--- src/rtl/rtc_div_pkg.sv ---
package rtc_div_pkg;

  typedef enum logic [1:0] {
    DIV_RUN  = 2'd0,
    DIV_HOLD = 2'd1,
    DIV_STOP = 2'd2
  } div_mode_e;

  function automatic div_mode_e decode_div(input logic [2:0] field);
    if (field == 3'b010)       return DIV_RUN;
    else if (field[2:1] == 2'b11) return DIV_HOLD;
    else                       return DIV_STOP;
  endfunction

  // low-bit mask whose all-ones value marks one periodic pulse
  function automatic int unsigned rate_mask(input logic [3:0] n);
    if (n == 4'd0) return 0;
    return (32'd1 << (n - 4'd1)) - 32'd1;
  endfunction

  // prescaler bit that forms the square wave
  function automatic int unsigned sq_bit(input logic [3:0] n);
    if (n <= 4'd1) return 0;
    return 32'(n) - 2;
  endfunction

endpackage

--- src/rtl/rtc_div_chain.sv ---
module rtc_div_chain
  import rtc_div_pkg::*;
#(
  parameter int CNT_W = 15
) (
  input  logic             clk,
  input  logic             rst_n,
  input  div_mode_e        mode,
  output logic [CNT_W-1:0] cnt_o,
  output logic             wrap_o
);
  localparam logic [CNT_W-1:0] CMAX = '1;
  localparam logic [CNT_W-1:0] HALF = CNT_W'(1) << (CNT_W - 1);

  logic [CNT_W-1:0] cnt_q;

  always_ff @(posedge clk or negedge rst_n) begin
    if (!rst_n) begin
      cnt_q <= HALF;
    end else begin
      case (mode)
        DIV_RUN:  cnt_q <= cnt_q + 1'b1;
        DIV_HOLD: cnt_q <= HALF;
        default:  cnt_q <= cnt_q;
      endcase
    end
  end

  assign cnt_o  = cnt_q;
  assign wrap_o = (mode == DIV_RUN) && (cnt_q == CMAX);

  AST_WRAP_TO_ZERO: assert property (@(posedge clk) disable iff (!rst_n)
    wrap_o |=> (cnt_o == '0));

endmodule

--- src/rtl/rtc_rate_tap.sv ---
module rtc_rate_tap
  import rtc_div_pkg::*;
#(
  parameter int CNT_W = 15
) (
  input  logic             clk,
  input  logic             rst_n,
  input  logic             run,
  input  logic [3:0]       rate,
  input  logic [CNT_W-1:0] cnt,
  output logic             per_o,
  output logic             sq_o
);
  localparam int IDX_W = $clog2(CNT_W);

  logic [CNT_W-1:0] mask;
  logic [IDX_W-1:0] sq_idx;
  logic             active;
  logic             per_hit;
  logic             sq_next;

  always_comb begin
    mask   = CNT_W'(rate_mask(rate));
    sq_idx = (sq_bit(rate) > CNT_W - 1) ? IDX_W'(CNT_W - 1) : IDX_W'(sq_bit(rate));
    active = run && (rate != 4'd0);
    per_hit = active && ((cnt & mask) == mask);
    sq_next = active && cnt[sq_idx];
  end

  always_ff @(posedge clk or negedge rst_n) begin
    if (!rst_n) begin
      per_o <= 1'b0;
      sq_o  <= 1'b0;
    end else begin
      per_o <= per_hit;
      sq_o  <= sq_next;
    end
  end

  AST_RATE_OFF_QUIET: assert property (@(posedge clk) disable iff (!rst_n)
    (rate == 4'd0) |=> (!per_o && !sq_o));

endmodule

--- src/rtl/rtc_uip_window.sv ---
module rtc_uip_window #(
  parameter int CNT_W = 15,
  parameter int LEAD  = 8,
  parameter int TRAIL = 65
) (
  input  logic             clk,
  input  logic             rst_n,
  input  logic [CNT_W-1:0] cnt,
  output logic             uip_o
);
  localparam logic [CNT_W-1:0] CMAX   = '1;
  localparam logic [CNT_W-1:0] WIN_LO = CMAX - CNT_W'(LEAD);
  localparam logic [CNT_W-1:0] WIN_HI = CNT_W'(TRAIL - 2);

  logic in_window;

  assign in_window = (cnt >= WIN_LO) || (cnt <= WIN_HI);

  always_ff @(posedge clk or negedge rst_n) begin
    if (!rst_n) uip_o <= 1'b0;
    else        uip_o <= in_window;
  end

endmodule

--- src/rtl/rtc_divider_seq.sv ---
module rtc_divider_seq
  import rtc_div_pkg::*;
#(
  parameter int CNT_W = 15,
  parameter int LEAD  = 8,
  parameter int TRAIL = 65
) (
  input  logic       clk,
  input  logic       rst_n,
  input  logic [6:0] freq_sel_i,
  output logic       tick_o,
  output logic       per_o,
  output logic       sq_o,
  output logic       uip_o,
  output logic [7:0] freq_rd_o
);
  div_mode_e        mode;
  logic [CNT_W-1:0] cnt;
  logic             wrap;
  logic             run;

  assign mode = decode_div(freq_sel_i[6:4]);
  assign run  = (mode == DIV_RUN);

  rtc_div_chain #(.CNT_W(CNT_W)) u_chain (
    .clk(clk), .rst_n(rst_n), .mode(mode), .cnt_o(cnt), .wrap_o(wrap)
  );

  rtc_rate_tap #(.CNT_W(CNT_W)) u_rate (
    .clk(clk), .rst_n(rst_n), .run(run), .rate(freq_sel_i[3:0]),
    .cnt(cnt), .per_o(per_o), .sq_o(sq_o)
  );

  rtc_uip_window #(.CNT_W(CNT_W), .LEAD(LEAD), .TRAIL(TRAIL)) u_uip (
    .clk(clk), .rst_n(rst_n), .cnt(cnt), .uip_o(uip_o)
  );

  always_ff @(posedge clk or negedge rst_n) begin
    if (!rst_n) tick_o <= 1'b0;
    else        tick_o <= wrap;
  end

  assign freq_rd_o = {uip_o, freq_sel_i};

  AST_TICK_IN_WINDOW: assert property (@(posedge clk) disable iff (!rst_n)
    tick_o |-> uip_o);

  AST_FLAG_LEADS_TICK: assert property (@(posedge clk) disable iff (!rst_n)
    $rose(tick_o) |-> $past(uip_o));

  AST_TICK_ONE_CYCLE: assert property (@(posedge clk) disable iff (!rst_n)
    tick_o |=> !tick_o);

  AST_HOLD_SILENT: assert property (@(posedge clk) disable iff (!rst_n)
    (mode == DIV_HOLD && $past(mode == DIV_HOLD)) |=>
      (!tick_o && !per_o && !sq_o && !uip_o));

  AST_FREEZE_QUIET: assert property (@(posedge clk) disable iff (!rst_n)
    (mode == DIV_STOP) |=> (!tick_o && !per_o && !sq_o));

endmodule

--- config.mk ---
export PLATFORM = sky130hd
export DESIGN_NAME = rtc_divider_seq
export DESIGN_NICKNAME = d
export VERILOG_FILES = /design/src/rtl/rtc_div_pkg.sv /design/src/rtl/rtc_div_chain.sv /design/src/rtl/rtc_rate_tap.sv /design/src/rtl/rtc_uip_window.sv /design/src/rtl/rtc_divider_seq.sv
export SDC_FILE = /design/constraint.sdc
export NUM_CORES = 1
export LEC_CHECK = 0
export ABC_AREA = 1
export BUFFER_PORTS_ARGS = -buffer_cell sky130_fd_sc_hd__clkbuf_2
export CELL_PAD_IN_SITES_DETAIL_PLACEMENT = 1
export CELL_PAD_IN_SITES_GLOBAL_PLACEMENT = 2
export CORE_ASPECT_RATIO = 0.7
export CORE_MARGIN = 4
export CORE_UTILIZATION = 28
export DETAILED_ROUTE_END_ITERATION = 8
export PLACE_DENSITY = 0.73
export SLEW_MARGIN = 30
export SYNTH_ARGS = -nofsm -noshare
export SYNTH_HDL_FRONTEND = slang
export SYNTH_SLANG_ARGS = --single-unit
--- constraint.sdc ---
create_clock -name clk -period 1.4 [get_ports clk]
set_input_delay 0.28 -clock clk [delete_from_list [all_inputs] [get_ports clk]]
set_output_delay 0.28 -clock clk [all_outputs]
set_load 0.005 [all_outputs]
==> results.ini, run 1 <==
[detailed_routing]
wl_per_cell_um = 17.2
wl_mm = 7.41
vias_per_cell = 5.10
drt_iter0_drc = 137
drcViolationCount = 0
drt-pass1-iter-count = 4
vias = 2196
ant_nets = 0

[layout]
drive_gt1_frac = 0.393
n_antenna_cell = 0
layout_common_cells = nand2_1, buf_4, inv_1, nand3_1
final_common_cell = nand2_1
final_cells = 431
synthToLayoutAreaGrowth_pct = 52.6
final_nets = 370

[critical_path]
crit_arrival_ns = 1.97
required_ns = 1.61
critical_path_class = input pin to flip-flop
crit_slowest_cell = ha_2
r2r_end = u_chain.cnt_o[13]$_DFFE_PN0P_
path_max_fanout = 5
r2r_cells = 7
cp-start-kind = input pin
critical_path_buf_inv_count = 4
path_cells = clkbuf_16 -> clkinv_8 -> ha_4 -> inv_2 -> nand2_2 -> nand2_2 -> inv_2 -> nand4_1 -> ha_2 -> o22ai_1 -> nor2_1 -> nand2_1 -> nor2_1 -> nand3_1 -> nor2_1 -> nand3_1 -> nor2_1
crit_top_cell = nor2_1
cp-end-kind = flip-flop
path_delay_family = simple AND/OR/NAND/NOR gates
timing.rr.start = u_chain.cnt_o[1]$_DFFE_PN0P_
r2r_slack_ns = -0.21
cp_slowest_stage_delay_ns = 0.33

[timing]
whs_ns = -0.0170
min_period_ns = 1.77
finalSetupTns_ns = -1.82
rsz0062_at_grt = yes
final_hold_viol_count = 18
fin_worst_skew_ns = 0.00708
fmaxAchievable_mhz = 566
setup_viol = 11
setup_ws_ns = -0.368
worst_pin_slew_ns = 0.541
maxSlewViolCount = 0
fin_crit_sh = 1.26
relSlewSlack = 0.639

[status]
violations = negative hold slack, negative setup slack
status = finished with violations

[clock_network]
cts_buffers = 3
clk_path_buf_depth = 2
cts_tree = built
insertion_delay_ns = 0.27
cts_num_sinks = 19
path_clk_slew_ns = 0.08
cts_max_level = 1
root_buffer = clkbuf_8

[pwr]
power_density_nw_per_um2 = 562
combPwrFrac = 0.346
power.total_mw = 1.49
switching_share = 0.340
p_leak_nw = 1.33
power_frac_clock = 0.276
seqPwrFrac = 0.378
vdd.ir_drop.worst_mv = 0.262
intPower_mw = 0.983
power_switching_mw = 0.506

[logic_synthesis]
yosys-mux-area-fraction = 0
synth_top_flop_cell = dfrtp_1
syn-num-nets = 285
ys_seq_elements = 19
syn_avg_cell_area_um2 = 6.39
synthArstFlopShare = 1.00
synth-compound-area-share = 0.130
synth_edf_count = 0
seq_area_frac_synth = 0.274
yosys.area_share.simple = 0.436
synth_adder_area_share = 0.0288
syn-cell-area_um2 = 1740
synthCells = 272
yosysWarnings = 0
synth_cell_types = 33
synthXorXnorAreaFrac = 0.00504
synth_top_family_by_area = simple AND/OR/NAND/NOR gates

[grt]
grt_pass1_vias = 2304
overflow = 0
grtUsageTotal = 0.216
grt_pass1_wl_mm = 12.5
grt_max_degree = 20
antenna_found_initial = 0

[placement]
gp_congestion = 0.886
place_ws_ns = -0.676
hpwl_mm = 5.66
io_buffer_count = 20
dp.cells = 418

[die]
die_w_um = 102
rows = 23
io_pins = 21
die_area_um2 = 7550
core-area_um2 = 5870
start_util = 0.296
die_height_um = 73.9

[worst_hold_path]
hold_path_class = input pin to asynchronous set/reset pin

[flow_run]
maxCapViolCount = 0

cell families after synthesis:
logic type	count (synthesis)
AND/OR/NAND/NOR	163
XOR/XNOR	1
buffers and inverters	47
adder cells (fa/ha/maj)	4
flip-flops	19
AO/OA/AOI/OAI	38
power by group through the flow:
stage / registers [mW] / clock network, mW / logic, mW
global route: 0.564 / 0.437 / 0.571
global placement: 0.573 / 0 / 0.423
finish: 0.563 / 0.411 / 0.515
CTS: 0.563 / 0.418 / 0.500
detailed placement: 0.574 / 0 / 0.432
floorplan: 0.573 / 0 / 0.238
per-stage QoR:
step,area (um2),utilization
global placement,2350,0.400
floorplan,1790,-
global route,2650,0.452
CTS,2600,0.442
finish,2650,0.452
detailed placement,2350,0.400
area by class of cell:
cell class	count	area, um2
clock buffer	4	45.0
fill	779	3220
inverter	36	155
multi-input combinational	206	1200
sequential	19	477
tap	75	93.8
timing repair buffer	91	684
how the worst max path moves through the flow:
stage,depth (start not counted),startpoint,end
final,17,freq_sel_i[1],u_rate.per_o$_DFF_PN0_
after global routing,16,freq_sel_i[1],u_rate.per_o$_DFF_PN0_
after CTS,17,freq_sel_i[1],u_rate.per_o$_DFF_PN0_
after detailed placement,17,freq_sel_i[2],u_rate.per_o$_DFF_PN0_
after global placement,15,freq_sel_i[1],u_rate.per_o$_DFF_PN0_
after floorplan,18,freq_sel_i[1],u_rate.per_o$_DFF_PN0_
synthesized netlist by cell type, types with 2 or more instances:
cell type	number	area, um2
nor2_2	2	12.5
a21oi_1	8	40.0
inv_2	2	7.51
inv_1	34	128
nand2_2	5	31.3
a31oi_1	8	50.1
o21ai_0	11	55.1
nand3_2	3	30.0
nand2_1	79	297
nor4_1	2	12.5
nand3_1	25	125
o22ai_1	5	31.3
nor3_1	6	30.0
nor2_1	26	97.6
buf_4	9	67.6
dfrtp_1	18	450
nor3_2	2	20.0
nand4_1	9	56.3
ha_1	4	50.1
sequential cells by signal, summed over array words and instances, names as in the netlist:
name           flops
u_uip.uip_o        1
u_rate.sq_o        1
u_chain.cnt_o     15
tick_o             1
u_rate.per_o       1
what timing repair did:
| action | 4_1_cts | 5_1_grt |
|---|---|---|
| buffers inserted | 11 | 4 |
| setup endpoints to repair | 11 | 12 |
| pin swaps | 18 | 17 |
| hold buffers | 0 | 0 |
| resized for setup | 35 | 14 |
worst register-to-register path: cells and delay by family (launching register included):
kind                   cells  cell delay [ns]
AOI/OAI and AO/OA          1             0.06
and+or+nand+nor            5             0.86
DFF                        1             0.44
buffers and inverters      1             0.16
layer usage:
metal  track usage  wire length (um)
met1         0.330              3850
met3        0.0380               311
met2         0.325              3220
met4        0.0291                29
met5             0                 0
Note: power is estimated with default switching activity, not from simulation.
==> run 2, diff against run 1 <==
--- a/config.mk
+++ b/config.mk
@@ -5,15 +5,15 @@
 export SDC_FILE = /design/constraint.sdc
 export NUM_CORES = 1
 export LEC_CHECK = 0
-export ABC_AREA = 1
 export BUFFER_PORTS_ARGS = -buffer_cell sky130_fd_sc_hd__clkbuf_2
 export CELL_PAD_IN_SITES_DETAIL_PLACEMENT = 1
 export CELL_PAD_IN_SITES_GLOBAL_PLACEMENT = 2
 export CORE_ASPECT_RATIO = 0.7
 export CORE_MARGIN = 4
-export CORE_UTILIZATION = 28
+export CORE_UTILIZATION = 30
+export CTS_BUF_LIST = sky130_fd_sc_hd__clkbuf_8
 export DETAILED_ROUTE_END_ITERATION = 8
-export PLACE_DENSITY = 0.73
+export PLACE_DENSITY = 0.71
 export SLEW_MARGIN = 30
 export SYNTH_ARGS = -nofsm -noshare
 export SYNTH_HDL_FRONTEND = slang
==> run 2 against run 1 <==
Sequential power increased by 1%. Count of clock-buffer cells in the layout down 1. Highest routed layer unchanged. Final cell count is 5.3% lower. The run still ends with negative hold slack, negative setup slack left. Largest power group is now combinational cells. Clock skew is 0.0020 ns lower.
==> results.ini, run 2 <==
[layout]
fin_area_um2 = 2960  ; +12%
layout_common_cells = buf_4, nor2_1, clkbuf_2, nand2_1, dfrtp_1
largest_reg_flops = 15  ; unchanged
synthToLayoutAreaGrowth_pct = 49.5
n_antenna_cell = 0  ; unchanged
final_common_cell = buf_4
final_nets = 344  ; -7.0%
drive_gt1_frac = 0.485  ; +0.0916

[timing]
setup_viol = 12  ; +1
whs_ns = -0.0150  ; +0.00194 ns
min_period_ns = 2.38  ; +0.613 ns
setup_ws_ns = -0.981  ; -0.613 ns
final_hold_viol_count = 18  ; unchanged
fmaxAchievable_mhz = 420  ; -26%
rsz0062_at_grt = yes
relSlewSlack = 0.614  ; -0.0255
worst_pin_slew_ns = 0.565  ; +0.0236 ns
fin_worst_skew_ns = 0.00512  ; -0.00196 ns
maxSlewViolCount = 0  ; unchanged
fin_crit_sh = 1.70  ; +0.438

[flow_run]
maxCapViolCount = 0  ; unchanged

[placement]
placed_area_um2 = 2560  ; +9.0%
gp_congestion = 0.898  ; +1.4%
hpwl_mm = 5.90  ; +4.3%
io_buffer_count = 20  ; unchanged
place_ws_ns = -1.34  ; -0.661 ns

[status]
status = finished with violations
violations = negative hold slack, negative setup slack

[die]
io_pins = 21  ; unchanged
die_height_um = 76.0  ; +2.9%
die_area_um2 = 8000  ; +5.9%
die_w_um = 105  ; +3.0%
start_util = 0.314  ; +0.0184
core-area_um2 = 6310  ; +7.4%
rows = 24  ; +4.3%

[detailed_routing]
wl_per_cell_um = 19.2  ; +12%
wl_mm = 7.83  ; +5.7%
vias = 2245  ; +2.2%
vias_per_cell = 5.50  ; +8.0%
drt_iter0_drc = 108  ; -21%
drcViolationCount = 0  ; unchanged
ant_nets = 0  ; unchanged
drt-pass1-iter-count = 4  ; unchanged

[critical_path]
path_max_fanout = 4  ; -1
crit_slowest_cell = or4_4
critical_path_class = input pin to flip-flop
path_cells = buf_8 -> clkinvlp_4 -> ha_4 -> a21boi_4 -> xnor2_4 -> nand3_2 -> ha_4 -> o22ai_1 -> or4_4 -> nor3_2 -> o21ai_1 -> a2111oi_2
path_delay_family = simple AND/OR/NAND/NOR gates
required_ns = 1.55  ; -0.06 ns
crit_arrival_ns = 2.53  ; +0.56 ns
cp.depth = 12  ; -5
cp-start-kind = input pin
critical_path_buf_inv_count = 2  ; -2
cp_slowest_stage_delay_ns = 0.52  ; +0.19 ns
cp-end-kind = flip-flop
r2r_cells = 6  ; -1
crit_top_cell = ha_4

[logic_synthesis]
yosysWarnings = 0  ; unchanged
syn_avg_cell_area_um2 = 7.96  ; +25%
synth_top_flop_cell = dfrtp_1
synth_commonest_cells = nor2_1, o21ai_0, dfrtp_1, nand2_1, a21oi_1
synth_cell_types = 65  ; +97%
synth_edf_count = 0  ; unchanged
syn-cell-area_um2 = 1980  ; +14%
synthTopCellsByArea = dfrtp_1, o21ai_0, nand4_1
synthArstFlopShare = 1.00  ; unchanged
seq_area_frac_synth = 0.240  ; -0.0339
ys_seq_elements = 19  ; unchanged
syn-num-nets = 262  ; -8.1%
synth.top_cell.area_share = 0.227  ; -0.0320
yosys.area.top_type = dfrtp_1
synthCells = 249  ; -8.5%

[grt]
grt_pass1_vias = 2322  ; +0.78%
grtUsageTotal = 0.193  ; -0.0229
grt_pass1_wl_mm = 12.6  ; +1.2%
antenna_found_initial = 0  ; unchanged
grt_max_degree = 28  ; +40%
overflow = 0  ; unchanged

[clock_network]
cts_buffers = 3  ; unchanged
root_buffer = clkbuf_8
clk_path_buf_depth = 2  ; unchanged
cts_tree = built
cts_max_level = 1  ; unchanged
insertion_delay_ns = 0.26  ; about the same
ctsHoldBuffers = 0  ; unchanged
cts_num_sinks = 19  ; unchanged
path_clk_slew_ns = 0.07  ; about the same

[pwr]
vdd.ir_drop.worst_mv = 0.406  ; +55%
power_density_nw_per_um2 = 528  ; -6.0%
p_leak_nw = 1.32  ; -0.69%

[worst_hold_path]
hold_path_class = input pin to asynchronous set/reset pin

## run 2: path summary, 6_finish.rpt
kind | from | endpoint | slack [ns]
setup reg to reg | u_chain.cnt_o[14]$_DFFE_PN1P_ | u_rate.per_o$_DFF_PN0_ | -0.26
setup / recovery | freq_sel_i[1] | u_rate.per_o$_DFF_PN0_ | -0.98
min in group clk | freq_sel_i[6] | tick_o$_DFF_PN0_ | 0.34
hold / removal | rst_n | u_chain.cnt_o[13]$_DFFE_PN0P_ | -0.02
hold reg to reg | u_chain.cnt_o[1]$_DFFE_PN0P_ | u_chain.cnt_o[1]$_DFFE_PN0P_ | 0.61
max in group asynchronous | rst_n | u_chain.cnt_o[1]$_DFFE_PN0P_ | 1.04
## run 2: kinds of logic after synthesis
| kind of cell | count (synthesis) | share of synthesized area |
|---|---|---|
| and+or+nand+nor | 91 | 0.252 |
| AOI/OAI and AO/OA | 77 | 0.257 |
| buffers and inverters | 39 | 0.129 |
| DFF | 19 | 0.240 |
| xor gates and xnor gates | 13 | 0.0650 |
| muxes | 6 | 0.0309 |
| adders and majority gates | 4 | 0.0252 |
## run 2: metrics by stage
step | power [mW] | instances | util | setup TNS, ns | hold WS (ns)
final | 1.56 | 408 | 0.470 | -2.08 | -0.0150
after floorplan | 0.901 | 249 | - | -1.93 | -0.0156
after global placement | 1.10 | 387 | 0.406 | -3.45 | 0.279
after CTS | 1.54 | 399 | 0.443 | -1.75 | 0.000114
after global routing | 1.66 | 408 | 0.470 | -3.28 | 0.0121
after detailed placement | 1.11 | 387 | 0.406 | -4.32 | 0.287
## run 2: what timing repair did
| action | in CTS | in global routing |
|---|---|---|
| setup endpoints to repair | 14 | 14 |
| gates cloned | 0 | 0 |
| setup buffers | 9 | 9 |
| gates resized for setup | 34 | 27 |
| pin swaps | 16 | 16 |
## run 2: per-layer routing
layer | track usage | vias up | routed length [um]
met2 | 0.286 | 49 | 3390
li1 | - | 1069 | -
met5 | 0 | - | 0
met3 | 0.0262 | 12 | 298
met1 | 0.300 | 1115 | 4070
met4 | 0.0275 | 0 | 74
## run 2: report_power, final
group / internal, mW / switching (mW) / leakage [nW]
combinational: 0.292 / 0.320 / 1.04
sequential: 0.559 / 0.0110 / 0.257
clock: 0.195 / 0.188 / 0.0269
total: 1.05 / 0.519 / 1.32
## run 2: layout make-up
class,instances,area [um2]
clock inverter,1,3.75
inverter,9,41.3
fill,750,3340
clock buffer,3,41.3
tap,78,97.6
multi-input combinational,191,1490
sequential,19,479
timing repair buffer,107,815
==> run 3, diff against run 2 <==
--- a/config.mk
+++ b/config.mk
@@ -10,10 +10,11 @@
 export CELL_PAD_IN_SITES_GLOBAL_PLACEMENT = 2
 export CORE_ASPECT_RATIO = 0.7
 export CORE_MARGIN = 4
-export CORE_UTILIZATION = 30
+export CORE_UTILIZATION = 33
 export CTS_BUF_LIST = sky130_fd_sc_hd__clkbuf_8
+export CTS_CLUSTER_DIAMETER = 40
 export DETAILED_ROUTE_END_ITERATION = 8
-export PLACE_DENSITY = 0.71
+export PLACE_DENSITY = 0.77
 export SLEW_MARGIN = 30
 export SYNTH_ARGS = -nofsm -noshare
 export SYNTH_HDL_FRONTEND = slang
==> run 3 against run 2 <==
The flow finishes with violations (negative setup slack). Sequential cell count is the same. Setup slack better by 0.012 ns. Combinational power down 2%. Worst hold slack improved by 0.32 ns. Global-route usage up 2.7 points. Sequential power about the same. Register-to-register slack got worse by 0.20 ns. First-iteration DRC count is 60% higher. Critical path depth unchanged. Count of clock-buffer cells in the layout unchanged. Wire length fell by 1.9%. Clock power about the same. Largest cell class unchanged. Largest power group unchanged. Highest routed layer unchanged.
==> results.ini, run 3 (synthesis gave the netlist of run 2 again) <==
[layout]
fin_area_um2 = 2900  ; -2.3%
n_antenna_cell = 0  ; unchanged
layout_common_cells = buf_4, nor2_1, clkbuf_2, nand2_1, dfrtp_1
fillers = 705  ; -6.0%
final_nets = 344  ; unchanged
final_common_cell = buf_4
synthToLayoutAreaGrowth_pct = 46.1
drive_gt1_frac = 0.458  ; -0.0273
largest_reg_flops = 15  ; unchanged

[placement]
hpwl_mm = 5.77  ; -2.2%
io_buffer_count = 20  ; unchanged
placed_area_um2 = 2580  ; +0.73%
gp_congestion = 0.842  ; -6.2%

[timing]
rsz0062_at_grt = yes
setup_ws_ns = -0.968  ; +0.0124 ns
finalSetupTns_ns = -2.37  ; -0.288 ns
fmaxAchievable_mhz = 422  ; +0.52%
relSlewSlack = 0.311  ; -0.302
min_period_ns = 2.37  ; -0.0124 ns
whs_ns = 0.305  ; +0.320 ns
final_hold_viol_count = 0  ; -18
fin_crit_sh = 1.69  ; -0.00886
fin_worst_skew_ns = 0.00435  ; -0.000771 ns
maxSlewViolCount = 0  ; unchanged
worst_pin_slew_ns = 1.01  ; +0.442 ns
setup_viol = 12  ; unchanged

[detailed_routing]
drcViolationCount = 0  ; unchanged
ant_nets = 0  ; unchanged
wl_per_cell_um = 19.0  ; -1.2%
vias_per_cell = 5.52  ; +0.38%
drt_iter0_drc = 173  ; +60%
wl_mm = 7.68  ; -1.9%
vias = 2237  ; -0.36%
drt-pass1-iter-count = 4  ; unchanged

[die]
die_height_um = 72.9  ; -4.2%
core-area_um2 = 5780  ; -8.3%
io_pins = 21  ; unchanged
rows = 23  ; -4.2%
die_w_um = 101  ; -4.3%
die_area_um2 = 7330  ; -8.3%
start_util = 0.343  ; +0.0284

[clock_network]
cts_tree = built
cts_num_sinks = 19  ; unchanged
root_buffer = clkbuf_8
cts_max_level = 1  ; unchanged
cts_buffers = 3  ; unchanged
path_clk_slew_ns = 0.07  ; about the same
clk_path_buf_depth = 2  ; unchanged
insertion_delay_ns = 0.26  ; about the same

[critical_path]
timing.rr.start = u_chain.cnt_o[3]$_DFFE_PN0P_
crit_path_start = freq_sel_i[2]
crit_end = u_rate.per_o$_DFF_PN0_
r2r_slack_ns = -0.46  ; -0.20 ns
critical_path_class = input pin to flip-flop
crit_arrival_ns = 2.52  ; about the same
r2r_cells = 5  ; -1
cp-end-kind = flip-flop
required_ns = 1.55  ; about the same
path_max_fanout = 4  ; unchanged
r2r_end = u_rate.per_o$_DFF_PN0_
cp-start-kind = input pin

[grt]
antenna_found_initial = 0  ; unchanged
grt_max_degree = 27  ; -3.6%
grt_pass1_vias = 2260  ; -2.7%
grt_pass1_wl_mm = 12.4  ; -1.3%
grtUsageTotal = 0.220  ; +0.0269
overflow = 0  ; unchanged

[pwr]
power.total_mw = 1.56  ; -0.51%
p_leak_nw = 1.28  ; -3.4%
vdd.ir_drop.worst_mv = 0.413  ; +1.8%
power_density_nw_per_um2 = 537  ; +1.8%

[status]
status = finished with violations
violations = negative setup slack

[worst_hold_path]
hold_path_class = input pin to flip-flop

[flow_run]
maxCapViolCount = 0  ; unchanged

## run 3: final cells by class
type | count | area, um2 | area share
flip-flops and latches | 19 | 478 | 0.165
well taps | 75 | 93.8 | 0.0324
repair buffers | 107 | 806 | 0.278
clock inverters | 1 | 3.75 | 0.00130
multi-input cells | 191 | 1430 | 0.495
inverters | 9 | 41.3 | 0.0143
clock buffers | 3 | 41.3 | 0.0143
## run 3: metrics by stage
stage	setup slack [ns]	instances	util
2_1_floorplan	-1.35	249	-
3_3_place_gp	-1.24	387	0.446
3_5_place_dp	-1.33	387	0.446
4_1_cts	-0.969	402	0.487
5_1_grt	-1.11	405	0.501
6_report	-0.968	405	0.501
## run 3: worst min-delay path by stage
stage	endpoint	from	cells past startpoint
after floorplan	tick_o$_DFF_PN0_	rst_n	0
after global placement	tick_o$_DFF_PN0_	rst_n	1
after detailed placement	tick_o$_DFF_PN0_	rst_n	1
after CTS	tick_o$_DFF_PN0_	freq_sel_i[6]	3
after global routing	tick_o$_DFF_PN0_	freq_sel_i[6]	3
final	tick_o$_DFF_PN0_	freq_sel_i[6]	3
## run 3: timing repair
item,4_1_cts,5_1_grt
gates resized for setup,29,16
gates cloned,0,0
hold buffers,1,0
setup buffers,11,4
hold endpoints to repair,18,0
setup endpoints to repair,14,14
pin swaps,9,9
## run 3: power by group
| part | leakage (nW) | switching, mW | internal (mW) |
|---|---|---|---|
| logic | 0.994 | 0.317 | 0.284 |
| clock network | 0.0269 | 0.190 | 0.196 |
| registers | 0.259 | 0.0104 | 0.559 |
| total | 1.28 | 0.518 | 1.04 |
## run 3: critical path, cell delays in order
cell and delay [ns]:
buf_8 0.10, clkinvlp_4 0.12, ha_4 0.20, a21boi_4 0.27, xnor2_4 0.15, nand3_2 0.13
ha_4 0.28, o22ai_1 0.06, or4_4 0.52, nor3_2 0.10, o21ai_1 0.09, a2111oi_2 0.22
## run 3: metal layers
layer	vias up	track usage	routed length (um)
li1	1066	-	-
met1	1118	0.337	3840
met2	48	0.330	3400
met3	5	0.0315	398
met4	0	0.0374	43
met5	-	0	0
